### src/rtl/irq_pend_pkg.sv
package irq_pend_pkg;
  localparam int SGI_COUNT   = 16;
  localparam int PPI_COUNT   = 5;
  localparam int PPI_BASE_ID = 27;
  localparam int SPI_BASE_ID = 32;

  typedef enum logic [1:0] {
    CFG_NONE = 2'b00,
    CFG_LVL  = 2'b01,
    CFG_SGI  = 2'b10,
    CFG_EDGE = 2'b11
  } cfg_code_e;

  // per private input: 1 = active-low pin
  localparam logic [PPI_COUNT-1:0] PPI_ACT_LOW = 5'b10010;
  // per private input: 1 = rising-edge sensitive
  localparam logic [PPI_COUNT-1:0] PPI_EDGE    = 5'b01100;
endpackage

### src/rtl/irq_pin_sync.sv
module irq_pin_sync #(
  parameter int WIDTH = 8
) (
  input  logic             clk,
  input  logic             rst_n,
  input  logic [WIDTH-1:0] pin_in,
  output logic [WIDTH-1:0] lvl,
  output logic [WIDTH-1:0] lvl_d
);
  logic [WIDTH-1:0] meta_q, sync_q, prev_q;

  always_ff @(posedge clk or negedge rst_n) begin
    if (!rst_n) begin
      meta_q <= '0;
      sync_q <= '0;
      prev_q <= '0;
    end else begin
      meta_q <= pin_in;
      sync_q <= meta_q;
      prev_q <= sync_q;
    end
  end

  assign lvl   = sync_q;
  assign lvl_d = prev_q;
endmodule

### src/rtl/irq_pend_cell.sv
module irq_pend_cell #(
  parameter bit HAS_PIN = 1'b1
) (
  input  logic clk,
  input  logic rst_n,
  input  logic hw_en,
  input  logic edge_mode,
  input  logic hw_level,
  input  logic hw_rise,
  input  logic set_ok,
  input  logic sw_set,
  input  logic sw_clr,
  input  logic ack,
  output logic pend
);
  logic pend_q, pend_d;
  logic hw_set, hw_drop, set_any, clr_any;

  always_comb begin
    hw_set  = HAS_PIN && hw_en && set_ok && (edge_mode ? hw_rise : hw_level);
    hw_drop = HAS_PIN && hw_en && !edge_mode && !hw_level;
    set_any = hw_set || (sw_set && set_ok);
    clr_any = sw_clr || (ack && edge_mode) || hw_drop;
    pend_d  = set_any || (pend_q && !clr_any);
  end

  always_ff @(posedge clk or negedge rst_n) begin
    if (!rst_n) pend_q <= 1'b0;
    else        pend_q <= pend_d;
  end

  assign pend = pend_q;

  p_set_wins_r8: assert property (@(posedge clk) disable iff (!rst_n)
    (sw_set && set_ok) |=> pend_q);

  p_disabled_hold_r6: assert property (@(posedge clk) disable iff (!rst_n)
    (!hw_en && !sw_set && !sw_clr && !ack) |=> $stable(pend_q));

  p_level_follow_r3: assert property (@(posedge clk) disable iff (!rst_n)
    (HAS_PIN && hw_en && !edge_mode && !hw_level && !sw_set) |=> !pend_q);

  p_no_target_r7: assert property (@(posedge clk) disable iff (!rst_n)
    (!set_ok && !pend_q) |=> !pend_q);

  p_edge_hold_r4: assert property (@(posedge clk) disable iff (!rst_n)
    (edge_mode && pend_q && !sw_clr && !ack) |=> pend_q);

  p_level_ack_r9: assert property (@(posedge clk) disable iff (!rst_n)
    (!edge_mode && pend_q && !sw_clr && !hw_en) |=> pend_q);
endmodule

### src/rtl/irq_pend_tracker.sv
module irq_pend_tracker
  import irq_pend_pkg::*;
#(
  parameter int NUM_IRQ = 64
) (
  input  logic                   clk,
  input  logic                   rst_n,
  input  logic                   dist_en,
  input  logic [4:0]             ppi_pin,
  input  logic [NUM_IRQ-33:0]    spi_pin,
  input  logic [NUM_IRQ-33:0]    spi_edge_sel,
  input  logic [NUM_IRQ-33:0]    spi_tgt_nz,
  input  logic [NUM_IRQ-1:0]     sw_set_pend,
  input  logic [NUM_IRQ-1:0]     sw_clr_pend,
  input  logic [NUM_IRQ-1:0]     line_ack,
  output logic [NUM_IRQ-1:0]     pend_out,
  output logic [2*NUM_IRQ-1:0]   cfg_out,
  output logic [31:0]            ppi_status,
  output logic [NUM_IRQ-33:0]    spi_status
);
  localparam int NUM_SPI = NUM_IRQ - SPI_BASE_ID;

  logic [PPI_COUNT-1:0] ppi_lvl, ppi_lvl_d;
  logic [NUM_SPI-1:0]   spi_lvl, spi_lvl_d;

  irq_pin_sync #(.WIDTH(PPI_COUNT)) u_ppi_sync (
    .clk(clk), .rst_n(rst_n), .pin_in(ppi_pin), .lvl(ppi_lvl), .lvl_d(ppi_lvl_d));

  irq_pin_sync #(.WIDTH(NUM_SPI)) u_spi_sync (
    .clk(clk), .rst_n(rst_n), .pin_in(spi_pin), .lvl(spi_lvl), .lvl_d(spi_lvl_d));

  assign ppi_status = {16'b0, ppi_lvl, 11'b0};
  assign spi_status = spi_lvl;

  for (genvar i = 0; i < NUM_IRQ; i++) begin : g_line
    if (i < SGI_COUNT) begin : g_sgi
      irq_pend_cell #(.HAS_PIN(1'b0)) u_cell (
        .clk(clk), .rst_n(rst_n), .hw_en(1'b0), .edge_mode(1'b1),
        .hw_level(1'b0), .hw_rise(1'b0), .set_ok(1'b1),
        .sw_set(sw_set_pend[i]), .sw_clr(sw_clr_pend[i]), .ack(line_ack[i]),
        .pend(pend_out[i]));
      assign cfg_out[2*i +: 2] = CFG_SGI;
    end else if (i >= PPI_BASE_ID && i < SPI_BASE_ID) begin : g_ppi
      localparam int K = i - PPI_BASE_ID;
      logic asserted, asserted_d;
      assign asserted   = ppi_lvl[K]   ^ PPI_ACT_LOW[K];
      assign asserted_d = ppi_lvl_d[K] ^ PPI_ACT_LOW[K];
      irq_pend_cell #(.HAS_PIN(1'b1)) u_cell (
        .clk(clk), .rst_n(rst_n), .hw_en(dist_en), .edge_mode(PPI_EDGE[K]),
        .hw_level(asserted), .hw_rise(asserted && !asserted_d), .set_ok(1'b1),
        .sw_set(sw_set_pend[i]), .sw_clr(sw_clr_pend[i]), .ack(line_ack[i]),
        .pend(pend_out[i]));
      assign cfg_out[2*i +: 2] = PPI_EDGE[K] ? CFG_EDGE : CFG_LVL;
    end else if (i >= SPI_BASE_ID) begin : g_spi
      localparam int S = i - SPI_BASE_ID;
      irq_pend_cell #(.HAS_PIN(1'b1)) u_cell (
        .clk(clk), .rst_n(rst_n), .hw_en(dist_en), .edge_mode(spi_edge_sel[S]),
        .hw_level(spi_lvl[S]), .hw_rise(spi_lvl[S] && !spi_lvl_d[S]),
        .set_ok(spi_tgt_nz[S]),
        .sw_set(sw_set_pend[i]), .sw_clr(sw_clr_pend[i]), .ack(line_ack[i]),
        .pend(pend_out[i]));
      assign cfg_out[2*i +: 2] = {spi_edge_sel[S], 1'b1};
    end else begin : g_none
      logic unused_inputs;
      assign unused_inputs = sw_set_pend[i] | sw_clr_pend[i] | line_ack[i];
      assign pend_out[i] = 1'b0;
      assign cfg_out[2*i +: 2] = CFG_NONE;
    end
  end

  p_status_tracks_pin_r11: assert property (@(posedge clk) disable iff (!rst_n)
    $stable(spi_pin) |=> ##1 (spi_status == $past(spi_pin, 2)));
endmodule

### config.mk
export PLATFORM = sky130hd
export DESIGN_NAME = irq_pend_tracker
export DESIGN_NICKNAME = d
export VERILOG_FILES = /design/src/rtl/irq_pend_pkg.sv /design/src/rtl/irq_pin_sync.sv /design/src/rtl/irq_pend_cell.sv /design/src/rtl/irq_pend_tracker.sv
export SDC_FILE = /design/constraint.sdc
export NUM_CORES = 1
export LEC_CHECK = 0
export BUFFER_PORTS_ARGS = -buffer_cell sky130_fd_sc_hd__buf_4
export CAP_MARGIN = 20
export CORE_AREA = 8 8 206 208
export CTS_BUF_LIST = sky130_fd_sc_hd__clkbuf_4 sky130_fd_sc_hd__clkbuf_8
export CTS_CLUSTER_SIZE = 12
export DETAILED_ROUTE_END_ITERATION = 8
export DIE_AREA = 0 0 214 216
export PLACE_DENSITY = 0.51
export SYNTH_ARGS = -nofsm -noshare
export SYNTH_HDL_FRONTEND = slang
export SYNTH_SLANG_ARGS = --single-unit
### constraint.sdc
create_clock -name clk -period 0.88 [get_ports clk]
set_input_delay 0.176 -clock clk [delete_from_list [all_inputs] [get_ports clk]]
set_output_delay 0.176 -clock clk [all_outputs]
set_load 0.005 [all_outputs]
==> flow_summary.yaml <==
run_status:
  status: "finished with violations"
  violations: "setup timing"
logic_synthesis:
  syn_area_um2: 7670
  ys_seq_area_share_pct: 52.5
  postSynthCellCount: 663
  synth.distinct_cells: 18
  ys_seq_elements: 161
  synth_warnings: 0
  synth_area_per_cell_um2: 11.6
timing:
  finClkSkew_ns: 0.0227
  whs_ns: 0.0531
  setup_viol: 127
  fin_crit_sh_pct: 151
  rsz0062_at_grt: "yes"
  fmax_mhz: 753
  finalHoldViolations: 0
  min_period_ns: 1.33
  final_max_slew_viol_count: 0
  post-route-worst-setup-slack_ns: -0.447
clock_network:
  cts-buffers-inserted: 17
  cts.reportedPaths.clkPinSlew_ns: 0.09
  root_buffer: "clkbuf_8"
  clockBufferDepth: 2
  worstSkewPairLatency_ns: 0.48
  cts_tree: "built"
  cts-htree-levels: 4
  cts.sinks: 161
worst_setup_path:
  crit_arrival_ns: 1.15
  crit_path_start_kind: "flip-flop"
  critPathRequiredTime_ns: 0.70
  reg2reg_depth: 4
  path_class: "flip-flop to primary output"
  worstPathMaxFanout: 4
  endpoint_kind: "primary output"
finish:
  final_common_cell: "buf_4"
  area_growth_pct: 81.0
  fillers: 3785
  final_nets: 1555
  final_cell_mix: "buf_4, dlygate4sd3_1, dfrtp_1, buf_6, conb_1"
  post_route_cells_drive_above_1_share_pct: 48.8
  antenna-diode-count: 0
global_routing:
  grt_antenna_before_repair: 0
  first_global_vias: 7570
  grt_max_degree: 35
  grt_pass1_wl_um: 43000
  grt.total_usage_pct: 11.8
  grt_overflow_total: 0
detailed_routing:
  first_pass_iters: 4
  totalWireLength_um: 28100
  dr.first_iter.drc_count: 240
  via_per_inst: 3.61
  vias: 6487
  wl_per_cell_um: 15.7
  ant_nets: 0
  remaining_drc_errors: 0
die:
  pin_count: 552
  placementRows: 73
  die_h_um: 216
  die_area_um2: 46200
  initial_utilization_pct: 19.6
  die_x_um: 214
  fp.coreArea_um2: 39200
pwr:
  cellPowerDensity_nw_per_um2: 1330
  total_leakage_power_nw: 6.80
  ir_drop_mv: 0.834
  power_mw: 18.5
job:
  max_cap_violations: 0
worst_hold_path:
  hold_path_depth: 3
  hp-class: "input pin to flip-flop"
placement:
  port_buffers: 381
  place.gp.congestion: 0.895
  dpl.hpwl_um: 20800
  place_ws_ns: -0.226
-- area by class of cell --
| class | instances | area (um2) | area share [%] |
|---|---|---|---|
| Clock buffer | 21 | 283 | 2.04 |
| Clock inverter | 11 | 150 | 1.08 |
| Inverter | 34 | 128 | 0.919 |
| Multi-Input combinational cell | 338 | 2210 | 15.9 |
| Sequential cell | 161 | 4030 | 29.0 |
| Tap cell | 525 | 657 | 4.73 |
| Timing Repair Buffer | 707 | 6430 | 46.3 |
-- through the flow --
step                      util [%]  TNS (ns)  cells  cell area (um2)
after global routing          35.4    -46.89   1797            13900
after global placement        26.4     -6.19   1511            10400
after detailed placement      26.4     -6.77   1511            10400
final                         35.4    -37.78   1797            13900
after CTS                     34.9    -43.02   1780            13700
after floorplan                  -     -1.32    795             8220
-- path summary, 6_finish.rpt --
check                                       from                            to  slack [ns]
setup / recovery              u_spi_sync.lvl[24]                spi_status[24]       -0.45
hold / removal                   sw_clr_pend[42]  g_line[42].g_spi.u_cell.pend        0.05
setup reg to reg               u_spi_sync.lvl[1]  g_line[33].g_spi.u_cell.pend       -0.32
hold reg to reg            u_spi_sync.meta_q[22]            u_spi_sync.lvl[22]        0.34
max in group asynchronous                  rst_n           u_spi_sync.lvl_d[1]        0.22
min in group asynchronous                  rst_n  g_line[12].g_sgi.u_cell.pend        0.17
-- report_power, final --
part           total (mW)  switching (mW)  internal (mW)
combinational        4.34            1.49           2.84
clock                5.97            2.89           3.08
sequential           8.16           0.304           7.85
total                18.5            4.68           13.8
-- repair_timing --
item	in CTS	in global routing
hold endpoints to repair	251	0
setup buffers	50	30
hold buffers	187	0
pin swaps	4	27
gates resized for setup	156	29
endpoints found under the setup margin	125	127
-- sequential cells by signal, summed over array words and instances (netlist names) --
| name | flops |
|---|---|
| g_line.g_sgi.u_cell.pend | 16 |
| u_spi_sync.lvl | 32 |
| g_line.g_ppi.u_cell.pend | 5 |
| u_ppi_sync.meta_q | 5 |
| g_line.g_spi.u_cell.pend | 32 |
| u_spi_sync.lvl_d | 32 |
| u_spi_sync.meta_q | 32 |
| u_ppi_sync.lvl_d | 2 |
| u_ppi_sync.lvl | 5 |
-- critical path, stage by stage (launching register included) --
cell and delay (ns):
dfrtp_1 0.44, buf_6 0.14, buf_6 0.10
-- cell usage after synthesis --
cell      number  area share [%]
nor2b_1        2            0.16
nor2_1        21             1.0
nand2_1       32             1.6
a32o_1        32             4.2
buf_2          3            0.20
nor3b_1        2            0.20
a31o_2        30             3.4
inv_1         34             1.7
nor3b_2       30             4.9
buf_4        254              25
buf_6          4            0.59
conb_1         2           0.098
a21o_1        16             1.6
a31o_1         2            0.23
clkbuf_4       1           0.098
dfrtp_1      161              53
a21oi_1       32             2.1
a221o_1        5            0.65
-- routing by layer --
| metal | wire length [um] | global-route usage, % |
|---|---|---|
| met4 | 870 | 5.06 |
| met1 | 9970 | 11.6 |
| met2 | 14900 | 21.1 |
| met3 | 2410 | 5.34 |
| met5 | 0 | 0 |
-- logic make-up (layout without fill, tap and decap cells) --
kind of cell | Yosys count | after routing | synth area share [%]
AOI/OAI and AO/OA | 117 | 117 | 12.1
buffers and inverters | 296 | 773 | 27.4
DFF | 161 | 161 | 52.5
other | 2 | 134 | 0.0979
and+or+nand+nor | 87 | 87 | 7.85
No activity file was read; power rests on OpenSTA's default activity.
